[src/rtl/cg_pkg.sv]
package cg_pkg;
    typedef enum logic [4:0] {
        ST_OFF    = 5'b00001,
        ST_EXIT   = 5'b00010,
        ST_ARMED  = 5'b00100,
        ST_AL_WIN = 5'b01000,
        ST_AL_EXT = 5'b10000
    } guard_state_t;
endpackage

[src/rtl/cg_sync.sv]
module cg_sync #(
    parameter int W = 3
) (
    input  logic         clk,
    input  logic         rst_n,
    input  logic [W-1:0] d,
    output logic [W-1:0] q
);
    logic [W-1:0] meta;

    always_ff @(posedge clk or negedge rst_n) begin
        if (!rst_n) begin
            meta <= '0;
            q    <= '0;
        end else begin
            meta <= d;
            q    <= meta;
        end
    end
endmodule

[src/rtl/cg_debounce.sv]
module cg_debounce #(
    parameter int DEB_TICKS = 3
) (
    input  logic clk,
    input  logic rst_n,
    input  logic tick,
    input  logic din,
    output logic dout
);
    localparam int CW = (DEB_TICKS > 1) ? $clog2(DEB_TICKS) : 1;
    localparam logic [CW-1:0] LAST = CW'(DEB_TICKS - 1);

    logic [CW-1:0] cnt;

    always_ff @(posedge clk or negedge rst_n) begin
        if (!rst_n) begin
            cnt  <= '0;
            dout <= 1'b0;
        end else if (din == dout) begin
            cnt <= '0;
        end else if (tick) begin
            if (cnt == LAST) begin
                dout <= din;
                cnt  <= '0;
            end else begin
                cnt <= cnt + 1'b1;
            end
        end
    end
endmodule

[src/rtl/cg_prescale.sv]
module cg_prescale #(
    parameter int TICKS_PER_SEC = 1000
) (
    input  logic clk,
    input  logic rst_n,
    input  logic tick,
    input  logic clr,
    output logic sec_p
);
    localparam int CW = (TICKS_PER_SEC > 1) ? $clog2(TICKS_PER_SEC) : 1;
    localparam logic [CW-1:0] LAST = CW'(TICKS_PER_SEC - 1);

    logic [CW-1:0] cnt;

    assign sec_p = tick && (cnt == LAST);

    always_ff @(posedge clk or negedge rst_n) begin
        if (!rst_n)     cnt <= '0;
        else if (clr)   cnt <= '0;
        else if (sec_p) cnt <= '0;
        else if (tick)  cnt <= cnt + 1'b1;
    end
endmodule

[src/rtl/car_guard_ctrl.sv]
module car_guard_ctrl
    import cg_pkg::*;
#(
    parameter int TICKS_PER_SEC = 1000,
    parameter int EXIT_SEC      = 60,
    parameter int WIN_SEC       = 5,
    parameter int EXT_SEC       = 20,
    parameter int DEB_TICKS     = 20
) (
    input  logic clk,
    input  logic rst_n,
    input  logic tick_i,
    input  logic arm_sw_i,
    input  logic door_open_i,
    input  logic disarm_i,
    output logic guard_on_o,
    output logic guard_off_o,
    output logic alarm_o
);
    localparam int MAX_SEC = (EXIT_SEC > WIN_SEC)
                           ? ((EXIT_SEC > EXT_SEC) ? EXIT_SEC : EXT_SEC)
                           : ((WIN_SEC > EXT_SEC) ? WIN_SEC : EXT_SEC);
    localparam int SW = $clog2(MAX_SEC + 1);

    guard_state_t state, nxt;
    logic [2:0]   sync_q;
    logic         arm_s, door_s, dis_s, arm_d, arm_rise;
    logic         door_db, sec_p, chg, done;
    logic [SW-1:0] sec_cnt, limit;

    cg_sync #(.W(3)) u_sync (
        .clk(clk), .rst_n(rst_n),
        .d({arm_sw_i, door_open_i, disarm_i}), .q(sync_q)
    );
    assign {arm_s, door_s, dis_s} = sync_q;

    cg_debounce #(.DEB_TICKS(DEB_TICKS)) u_deb (
        .clk(clk), .rst_n(rst_n), .tick(tick_i), .din(door_s), .dout(door_db)
    );

    cg_prescale #(.TICKS_PER_SEC(TICKS_PER_SEC)) u_pre (
        .clk(clk), .rst_n(rst_n), .tick(tick_i), .clr(chg), .sec_p(sec_p)
    );

    // Arm-switch edge detection
    always_ff @(posedge clk or negedge rst_n) begin
        if (!rst_n) arm_d <= 1'b0;
        else        arm_d <= arm_s;
    end
    assign arm_rise = arm_s && !arm_d;

    // Period limit for the current timed state
    always_comb begin
        unique case (state)
            ST_EXIT:   limit = SW'(EXIT_SEC);
            ST_AL_WIN: limit = SW'(WIN_SEC);
            ST_AL_EXT: limit = SW'(EXT_SEC);
            default:   limit = SW'(1);
        endcase
    end
    assign done = sec_p && (sec_cnt == limit - 1'b1);
    assign chg  = (nxt != state);

    // Seconds counter, cleared on every state change
    always_ff @(posedge clk or negedge rst_n) begin
        if (!rst_n)     sec_cnt <= '0;
        else if (chg)   sec_cnt <= '0;
        else if (sec_p) sec_cnt <= sec_cnt + 1'b1;
    end

    // Next-state logic
    always_comb begin
        nxt = state;
        if (dis_s || !arm_s) begin
            nxt = ST_OFF;
        end else begin
            unique case (state)
                ST_OFF:    if (arm_rise) nxt = ST_EXIT;
                ST_EXIT:   if (done) nxt = door_db ? ST_OFF : ST_ARMED;
                ST_ARMED:  if (door_db) nxt = ST_AL_WIN;
                ST_AL_WIN: if (done) nxt = ST_AL_EXT;
                ST_AL_EXT: if (done) nxt = door_db ? ST_AL_WIN : ST_ARMED;
                default:   nxt = ST_OFF;
            endcase
        end
    end

    // State register
    always_ff @(posedge clk or negedge rst_n) begin
        if (!rst_n) state <= ST_OFF;
        else        state <= nxt;
    end

    // Output decode
    always_comb begin
        guard_on_o  = 1'b0;
        guard_off_o = 1'b1;
        alarm_o     = 1'b0;
        unique case (state)
            ST_ARMED: begin
                guard_on_o  = 1'b1;
                guard_off_o = 1'b0;
            end
            ST_AL_WIN, ST_AL_EXT: begin
                guard_on_o  = 1'b1;
                guard_off_o = 1'b0;
                alarm_o     = 1'b1;
            end
            default: ;
        endcase
    end
endmodule

[config.mk]
export PLATFORM = sky130hd
export DESIGN_NAME = car_guard_ctrl
export DESIGN_NICKNAME = d
export VERILOG_FILES = /design/src/rtl/cg_pkg.sv /design/src/rtl/cg_sync.sv /design/src/rtl/cg_debounce.sv /design/src/rtl/cg_prescale.sv /design/src/rtl/car_guard_ctrl.sv
export SDC_FILE = /design/constraint.sdc
export NUM_CORES = 1
export LEC_CHECK = 0
export CORE_ASPECT_RATIO = 0.5
export CORE_UTILIZATION = 59
export DETAILED_ROUTE_END_ITERATION = 16
export DONT_BUFFER_PORTS = 1
export PLACE_DENSITY = 0.73
export SYNTH_ARGS = -nofsm -noshare
export SYNTH_HDL_FRONTEND = slang
export SYNTH_HIERARCHICAL = 1
export SYNTH_SLANG_ARGS = --single-unit
[constraint.sdc]
create_clock -name clk -period 3.93 [get_ports clk]
set_input_delay 0.786 -clock clk [delete_from_list [all_inputs] [get_ports clk]]
set_output_delay 0.786 -clock clk [all_outputs]
set_load 0.05 [all_outputs]
==> reports/qor.txt, run 1 <==
layout cells sized above 1: 0.1073
Finish-stage setup viols: 0
post-synthesis mux area share: 0.03287
Final nets: 213
Yosys cell types: 51
Fmax: 0.2695 GHz
Power Density: 335.9 nW/um^2
met3 WL post-DR: 122 um
Met1 Wirelength: 1869 um
via/cell ratio: 5.988
die area: 3605 sq um
Core Region: 3100 sq um
Most used DFF post-synth: dfrtp_1
DP Cell Count: 237
I/O Buffers: 0
Rows: 14
measured slew at the worst slew-check pin: 0.8625 ns
YS warnings: 6
final WL: 3585 um
MaxCap Viol Count: 0
CP Max Fanout: 11
largest area contributor in the netlist: dfrtp_1
Synth Instances: 201
Clk pwr share: 0.371
DR iter-0 viols: 73
Mapped Avg Cell Area: 9.848 sq um
via count: 1467
vias in the first global route: 1417
Area growth syn-to-layout: 5.879%
top sig layer: met4
Seq cells post-synth: 34
initial core utilization: 0.6384
Tmin final: 3.711 ns
Hold-fix buffers, CTS: 0
Synth top area share: 0.4172
post-synthesis sequential area ratio: 0.4305
Worst setup SP type: flop
Synth Area in Adders: 0.01896
RSZ-0062 raised after global routing: no
hold crit path type: input pin to asynchronous set/reset pin
RePlAce Congestion: 0.8350
drt drc: 0
die width: 83.92 um
P_int: 0.0005309 W
Skew-Pair Late Insertion Delay: 0.28 ns
clk buf depth: 2
hpwl dp: 2617 um
Switching Share: 0.2458
GRT Overall Usage: 0.2232
drt wl/cell: 14.63 um
CTS tree: yes
TritonCTS buffer count: 5
Antenna Cells: 0
setup tns final: 0 ns
Post-synth EDFFs: 0
largest net degree at the start of global routing: 35
CP Capture Type: flop
Die Span Y: 42.96 um
final hold vios: 0
combinational group share of total power: 0.074
post-synthesis simple-gate area fraction: 0.2541
clk root buf: clkbuf_8
Post-Place Worst Slack: 0.2851 ns
clk sinks: 34
Peak supply drop: 226.9 uV
CP required: 4.12 ns
XOR/XNOR Fraction of Synth Area: 0.07459
IO Count: 9
CTS H-tree depth: 2
Worst Slack Setup Final: 0.2192 ns
clock-pin transition on the worst setup and hold timing paths: 0.07 ns
Tcrit/Tclk final: 0.9442
Syn Nets: 210
Arrival @ worst endpoint: 3.90 ns
Pleak: 0.8283 nW
Worst Skew: 0.008585 ns
largest family of logic cells by synthesized area: simple AND/OR/NAND/NOR gates
dominant cells by area after synthesis: dfrtp_1 (42%), xor2_1 (4.0%), nor2_1 (3.6%), nor3_1 (3.0%), nand2_1 (2.8%)
post-CTS sizing: 0
pins over their slew limit: 0
max_slew headroom: 0.4201
async set-reset flop share out of synthesis: 1.000
Remaining Overflow, GRT: 0
setup bufs post-CTS: 0
Non-Filler Instances: 245
complex-gate fraction of the synthesized area: 0.1479
Net Sw Power: 0.0001730 W
outcome: completed
Cell Area, Synth: 1979 sq um
WL met2: 1563 um
critical path class: flop to flop
First-pass DRT Iterations: 4
first-pass GRT wire length: 6223 um
initial antenna violation count: 0
Seq pwr share: 0.555
Detail Route Antenna Nets: 0
==> registers in the layout, indices dropped and copies added, names as in the netlist <==
register and flops:
u_pre/cnt 10, u_deb/cnt 5, u_deb/dout 1, u_sync/q 3, u_sync/meta 3, state 5
arm_d 1, sec_cnt 6
==> kinds of logic (layout without fill, tap and decap cells) <==
logic type      count (synthesis)  count (layout)
simple gates                   88              88
compound gates                 40              40
fa+ha+maj                       3               3
flops                          34              34
xor+xnor                       16              16
buf+inv                        14              18
mux                             6               6
==> per-stage QoR <==
| step | hold slack (ns) | total power [W] | area (sq um) | utilization |
|---|---|---|---|---|
| after global placement | 0.3339 | 0.0004461 | 2001 | 0.6453 |
| final | 0.1945 | 0.0007039 | 2096 | 0.6759 |
| after global routing | 0.1782 | 0.0007374 | 2096 | 0.6759 |
| after floorplan | 0.3312 | 0.0004333 | 1979 | - |
| after CTS | 0.1824 | 0.0007149 | 2096 | 0.6759 |
| after detailed placement | 0.3347 | 0.0004469 | 2001 | 0.6453 |
==> critical path: stages, from the launching register on <==
cell	delay (ns)
dfrtp_1	0.54
or3b_2	0.49
or3_4	0.38
xnor2_2	0.17
a2111oi_4	0.23
buf_4	0.22
nor3_1	0.06
o21ai_2	0.27
or2_1	0.38
o2111ai_4	0.19
or4_1	0.54
a21oi_1	0.16
==> final timing paths <==
check | depth (start not counted) | startpoint | endpoint | slack, ns
worst max-delay path | 11 | state[3]$_DFF_PN0_ | u_pre/cnt[7]$_DFFE_PN0P_ | 0.22
worst min-delay path | 0 | rst_n | state[3]$_DFF_PN0_ | 0.19
worst max register to register | 11 | state[3]$_DFF_PN0_ | u_pre/cnt[7]$_DFFE_PN0P_ | 0.22
worst min register to register | 0 | u_sync/meta[2]$_DFF_PN0_ | u_sync/q[2]$_DFF_PN0_ | 0.35
max in group asynchronous | 0 | rst_n | state[0]$_DFF_PN1_ | 3.56
min in group clk | 0 | u_sync/meta[2]$_DFF_PN0_ | u_sync/q[2]$_DFF_PN0_ | 0.35
==> area by class of cell <==
cell class                      count  area [sq um]
Multi-Input combinational cell    153          1046
Inverter                            6         22.52
Timing Repair Buffer                4         30.03
Tap cell                           40         50.05
Clock inverter                      2         12.51
Clock buffer                        6         82.58
Sequential cell                    34         852.1
Fill cell                         243          1005
==> power groups by stage <==
stage | clock network (W) | registers, W | logic (W)
detailed placement | 0 | 0.000396 | 0.0000510
finish | 0.000261 | 0.000390 | 0.0000523
floorplan | 0 | 0.000390 | 0.0000433
global placement | 0 | 0.000396 | 0.0000497
global route | 0.000285 | 0.000393 | 0.0000594
CTS | 0.000273 | 0.000390 | 0.0000519
==> layer usage <==
| metal | vias up | global-route usage |
|---|---|---|
| met2 | 28 | 0.3492 |
| met1 | 702 | 0.3123 |
| li1 | 733 | - |
| met4 | 0 | 0.07931 |
| met5 | - | 0 |
| met3 | 4 | 0.04669 |
==> cells in the final DEF, fill, tap and decap left out, drive strengths merged, types with 3 or more instances in the layout <==
cell    count
nand2      15
o31ai       7
or3         4
clkbuf      6
xnor2       7
dfrtp      33
inv         6
or4         3
nand2b      3
and2        4
o21ai      11
mux2i       5
nand3       4
ha          3
nor3       13
nor2       19
nand4       6
buf         4
xor2        9
or3b        3
a21oi      10
==> synth_stat cells, types with 3 or more instances <==
| cell type | number |
|---|---|
| nand2_1 | 15 |
| xnor2_1 | 6 |
| nor2_1 | 19 |
| nand2b_1 | 3 |
| nand3_1 | 4 |
| nor3_1 | 12 |
| o31ai_1 | 7 |
| nand4_1 | 6 |
| buf_6 | 3 |
| ha_1 | 3 |
| mux2i_1 | 5 |
| or4_1 | 3 |
| or3_1 | 3 |
| xor2_1 | 9 |
| inv_1 | 6 |
| dfrtp_1 | 33 |
| a21oi_1 | 10 |
| and2_1 | 4 |
| o21ai_0 | 9 |
No activity file was read; power rests on OpenSTA's default activity.
==> run 2, diff against run 1 <==
- ABC_AREA: default -> 1
- CORE_UTILIZATION: 59 -> 60
- PLACE_DENSITY: 0.73 -> 0.74
==> run 2 against run 1 <==
Compared with the run above: combinational power grew 12%; count of clock-buffer cells in the layout grew 2; core utilization grew 0.086 points; sequential share of layout area shrank 4.2 points; critical path depth grew 7.
==> reports/qor.txt, run 2 <==
Seq cells post-synth: 34
Die Span Y: 44.62 um
outcome: completed
DR iter-0 viols: 63
Area growth syn-to-layout: 7.233%
post-CTS sizing: 0
Worst setup SP type: flop
most common cell after layout, fill and taps aside: nand2_1
Worst Skew: 0.007950 ns
drt drc: 0
initial core utilization: 0.6312
pins over their slew limit: 0
die area: 3892 sq um
initial antenna violation count: 0
most common cell in the netlist: nand2_1
Yosys cell types: 29
Final Power: 0.0007015 W
Core Region: 3453 sq um
die width: 87.24 um
post-synthesis sequential area ratio: 0.3909
Design Area, Final: 2337 sq um
layout cells sized above 1: 0.1672
Most used DFF post-synth: dfrtp_1
largest net degree at the start of global routing: 35
Synth top area share: 0.3789
Tmin final: 3.117 ns
clk sinks: 34
Syn Nets: 305
Cell Area, Synth: 2180 sq um
First-pass DRT Iterations: 6
Skew-Pair Late Insertion Delay: 0.29 ns
hold crit path type: input pin to asynchronous set/reset pin
met1 Use GR: 0.3349
biggest regs: u_pre/cnt (10), sec_cnt (6)
Multi-input gate area: 1100 sq um
Worst Reg-to-Reg Cells: 18
Tcrit/Tclk final: 0.7932
Post-synth EDFFs: 0
critical path class: flop to flop
Rows: 15
GRT Overall Usage: 0.2490
first-pass GRT wire length: 7072 um
Largest register FFs: 10
GR peak layer: met2
Reg area: 852.1 sq um
Pleak: 1.230 nW
Peak supply drop: 210.7 uV
via count: 1813
largest area contributor in the netlist: dfrtp_1
Worst Slack Setup Final: 0.8129 ns
IO Count: 9
Fmax: 0.3208 GHz
YS warnings: 6
CP Max Fanout: 9
vias in the first global route: 1599
met2 Use GR: 0.3984
Post-Place Worst Slack: 0.8194 ns
TritonCTS buffer count: 5
Hold-fix buffers, CTS: 0
Remaining Overflow, GRT: 0
Synth Instances: 296
list of most frequent post-synthesis cells: nand2_1 (81), inv_1 (53), dfrtp_1 (33)
via/cell ratio: 5.093
final hold vios: 0
Finish-stage setup viols: 0
clock-pin transition on the worst setup and hold timing paths: 0.07 ns
setup tns final: 0 ns
RSZ-0062 raised after global routing: no
most frequent cells in the layout: nand2_1 (81), inv_1 (53), dfrtp_1 (33)
Mapped Avg Cell Area: 7.363 sq um
Detail Route Antenna Nets: 0
Final nets: 313
Antenna Cells: 0
CTS tree: yes
max_slew headroom: 0.6602
hpwl dp: 3281 um
Most flops, register: u_pre/cnt
M3 GR Usage: 0.08209
DP Cell Count: 348
I/O Buffers: 0
MaxCap Viol Count: 0
final WL: 4250 um
CP Capture Type: flop
dominant cells by area after synthesis: dfrtp_1 (38%), nand2_1 (14%), inv_1 (9.1%), nand3_1 (4.8%), nand4_1 (3.7%)
setup bufs post-CTS: 0
Non-Filler Instances: 356
measured slew at the worst slew-check pin: 0.5085 ns
RePlAce Congestion: 0.8959
Arrival @ worst endpoint: 3.32 ns
clk root buf: clkbuf_8
Power Density: 300.2 nW/um^2
CP required: 4.13 ns
Fillers: 310
clk buf depth: 2
placed cell area: 2247 sq um
drt wl/cell: 11.94 um
CTS H-tree depth: 2
async set-reset flop share out of synthesis: 1.000
run 2: cells by family after synthesis:
logic type	count (synthesis)	synth area share
AO/OA/AOI/OAI	13	0.03731
buffers and inverters	58	0.1045
flip-flops	34	0.3909
adder cells (fa/ha/maj)	3	0.01722
XOR/XNOR	6	0.02411
AND/OR/NAND/NOR	182	0.4260
run 2: final timing paths:
kind	to	slack (ns)	start
max	u_pre/cnt[3]$_DFFE_PN0P_	0.81	state[2]$_DFF_PN0_
min	u_deb/cnt[0]$_DFFE_PN0P_	0.19	rst_n
max reg2reg	u_pre/cnt[3]$_DFFE_PN0P_	0.81	state[2]$_DFF_PN0_
min reg2reg	u_sync/q[2]$_DFF_PN0_	0.35	u_sync/meta[2]$_DFF_PN0_
max in group asynchronous	state[0]$_DFF_PN1_	3.55	rst_n
min in group clk	u_sync/q[2]$_DFF_PN0_	0.35	u_sync/meta[2]$_DFF_PN0_
run 2: per-stage QoR:
stage               utilization  hold slack, ns
floorplan                     -          0.3312
global placement         0.6507          0.3322
detailed placement       0.6507          0.3379
CTS                      0.6768          0.1785
global route             0.6768          0.1653
finish                   0.6768          0.1920
run 2: routing by layer:
metal,wire length [um],up-vias,part of all wire
met1,2084,843,0.49
met2,1960,29,0.46
met5,0,-,0
met4,27,0,0.0064
met3,178,4,0.042
li1,-,937,-
run 2: cell type report:
class,count,share of cell area
Clock buffer,8,0.03854
Tap cell,51,0.02730
Sequential cell,34,0.3646
Timing Repair Buffer,2,0.006424
Inverter,57,0.09261
Multi-Input combinational cell,204,0.4706
run 2: worst max-delay path: stages (launching register included):
cell,delay [ns]
dfrtp_1,0.45
nor2_4,0.19
nand3_2,0.19
nand2_1,0.45
nor2_2,0.04
buf_4,0.20
nand3_1,0.08
nand2_1,0.09
inv_1,0.12
nand3_1,0.12
nand2_1,0.09
nand3_2,0.10
nor2_4,0.10
nand3_4,0.15
nor2_2,0.23
nor2_4,0.09
inv_1,0.10
nor2_1,0.05
nor3_1,0.17
run 2: report_power, final:
part / internal [W] / total, W / switching (W)
clock: 0.000143 / 0.000259 / 0.000117
sequential: 0.000366 / 0.000384 / 0.0000182
combinational: 0.0000205 / 0.0000584 / 0.0000378
total: 0.000529 / 0.000702 / 0.000173
==> run 3, diff against run 2 <==
- clock period: 3.93 -> 2.95 ns (I/O delays scaled with it)
==> run 3 against run 2 <==
Compared with the run above: clock skew fell by 0.0034 ns; largest power group unchanged; total power rose by 36%; first-iteration DRC count rose by 27%; critical endpoint is now u_pre/cnt[8]$_DFFE_PN0P_; setup slack got worse by 0.51 ns; critical path depth rose by 5; critical path type unchanged; count of clock-buffer cells in the layout did not move; die area did not move.
==> reports/qor.txt, run 3 (synthesis results as in run 2) <==
outcome: completed
biggest regs: u_pre/cnt (10), sec_cnt (6)
final hold vios: 0
via count: 1848
drt wl/cell: 12.07 um
I/O Buffers: 0
clk root buf: clkbuf_8
Non-Filler Instances: 358
CP required: 3.16 ns
Most flops, register: u_pre/cnt
first-pass GRT wire length: 6927 um
Tcrit/Tclk final: 0.8969
Final nets: 315
layout cells sized above 1: 0.1792
RePlAce Congestion: 0.8884
Remaining Overflow, GRT: 0
final WL: 4321 um
Peak supply drop: 215.9 uV
Power Density: 402.1 nW/um^2
most common cell after layout, fill and taps aside: nand2_1
Worst Skew: 0.004534 ns
Finish-stage setup viols: 0
CP Max Fanout: 5
Skew-Pair Late Insertion Delay: 0.28 ns
Worst Reg-to-Reg Cells: 23
CTS H-tree depth: 2
CP Capture Type: flop
TritonCTS buffer count: 5
Pleak: 1.247 nW
Worst setup SP type: flop
Die Span Y: 44.62 um
initial antenna violation count: 0
hpwl dp: 3222 um
Design Area, Final: 2380 sq um
most frequent cells in the layout: nand2_1 (81), inv_1 (53), dfrtp_1 (33)
pins over their slew limit: 0
First-pass DRT Iterations: 4
vias in the first global route: 1550
IO Count: 9
Largest register FFs: 10
Arrival @ worst endpoint: 2.86 ns
DR iter-0 viols: 80
initial core utilization: 0.6312
setup tns final: 0 ns
hold crit path type: input pin to asynchronous set/reset pin
r2r setup slk: 0.30 ns
via/cell ratio: 5.162
MaxCap Viol Count: 0
die width: 87.24 um
GRT Overall Usage: 0.2377
largest net degree at the start of global routing: 34
clk buf depth: 2
Fillers: 299
measured slew at the worst slew-check pin: 0.4132 ns
max_slew headroom: 0.7242
worst setup path start: u_pre/cnt[0]$_DFFE_PN0P_
Final Power: 0.0009568 W
Final Util: 0.6891
Fmax: 0.3779 GHz
Tmin final: 2.646 ns
Crit Reg-Reg Endpoint: u_pre/cnt[8]$_DFFE_PN0P_
Area growth syn-to-layout: 9.185%
critical path class: flop to flop
clk sinks: 34
CTS tree: yes
drt drc: 0
reg-to-reg critical path startpoint: u_pre/cnt[0]$_DFFE_PN0P_
Detail Route Antenna Nets: 0
placed cell area: 2260 sq um
Rows: 15
clock-pin transition on the worst setup and hold timing paths: 0.07 ns
Antenna Cells: 0
DP Cell Count: 349
die area: 3892 sq um
Core Region: 3453 sq um
CP endpoint: u_pre/cnt[8]$_DFFE_PN0P_
run 3: cell types whose count changed in the layout (fill, tap and decap cells not counted), sizes merged:
cell and change:
buf +2
run 3: worst min-delay path by stage:
stage                                    end  cells past startpoint  slack, ns
final                     state[2]$_DFF_PN0_                      1       0.13
after floorplan              arm_d$_DFF_PN0_                      0       0.29
after global routing      state[0]$_DFF_PN1_                      0       0.13
after global placement    state[3]$_DFF_PN0_                      0       0.30
after detailed placement  state[3]$_DFF_PN0_                      0       0.30
after CTS                 state[2]$_DFF_PN0_                      1       0.14
run 3: where the power goes:
part	internal [W]	switching, W
sequential	0.000487	0.0000237
clock	0.000190	0.000163
combinational	0.0000333	0.0000598
run 3: worst max-delay path, stage by stage (launching register included):
cell     delay, ns
dfrtp_1       0.41
ha_2          0.25
nand2_1       0.06
inv_1         0.05
nand3_1       0.09
nor2_2        0.18
nand3_2       0.12
nor2_4        0.13
nand2_2       0.08
nand2_1       0.06
nand3_1       0.07
nand2_1       0.08
nand2_1       0.07
nand2_1       0.07
nand2_1       0.10
nand3_4       0.13
inv_1         0.09
nand2_1       0.12
nand3_2       0.10
nor2_2        0.11
nand2_1       0.06
nand2_1       0.05
inv_1         0.03
nor2_1        0.07
run 3: cell type report:
cell class	count	area (sq um)	area share
clock buffer	8	90.09	0.03785
inverter	57	216.5	0.09096
multi-input combinational	204	1115	0.4685
sequential	34	852.1	0.3580
tap	51	63.81	0.02681
timing repair buffer	4	42.54	0.01788
run 3: stage by stage:
stage               hold WS, ns  setup WS (ns)
floorplan                0.2944        0.07786
global placement         0.2951         0.2386
finish                   0.1316         0.3041
detailed placement       0.2951         0.1489
global route             0.1329       -0.01504
CTS                      0.1367         0.1526
run 3: per-layer routing:
metal	vias up	GRT usage	routed length, um
met4	0	0.04918	15
met5	-	0	0
met2	24	0.3748	1911
met1	881	0.3353	2273
li1	939	-	-
met3	4	0.06343	121
run 3: repair_timing:
action,CTS,global route
hold buffers,1,0
resized for setup,0,3
endpoints found under the hold margin,33,0
setup buffers,0,0
endpoints found under the setup margin,0,8
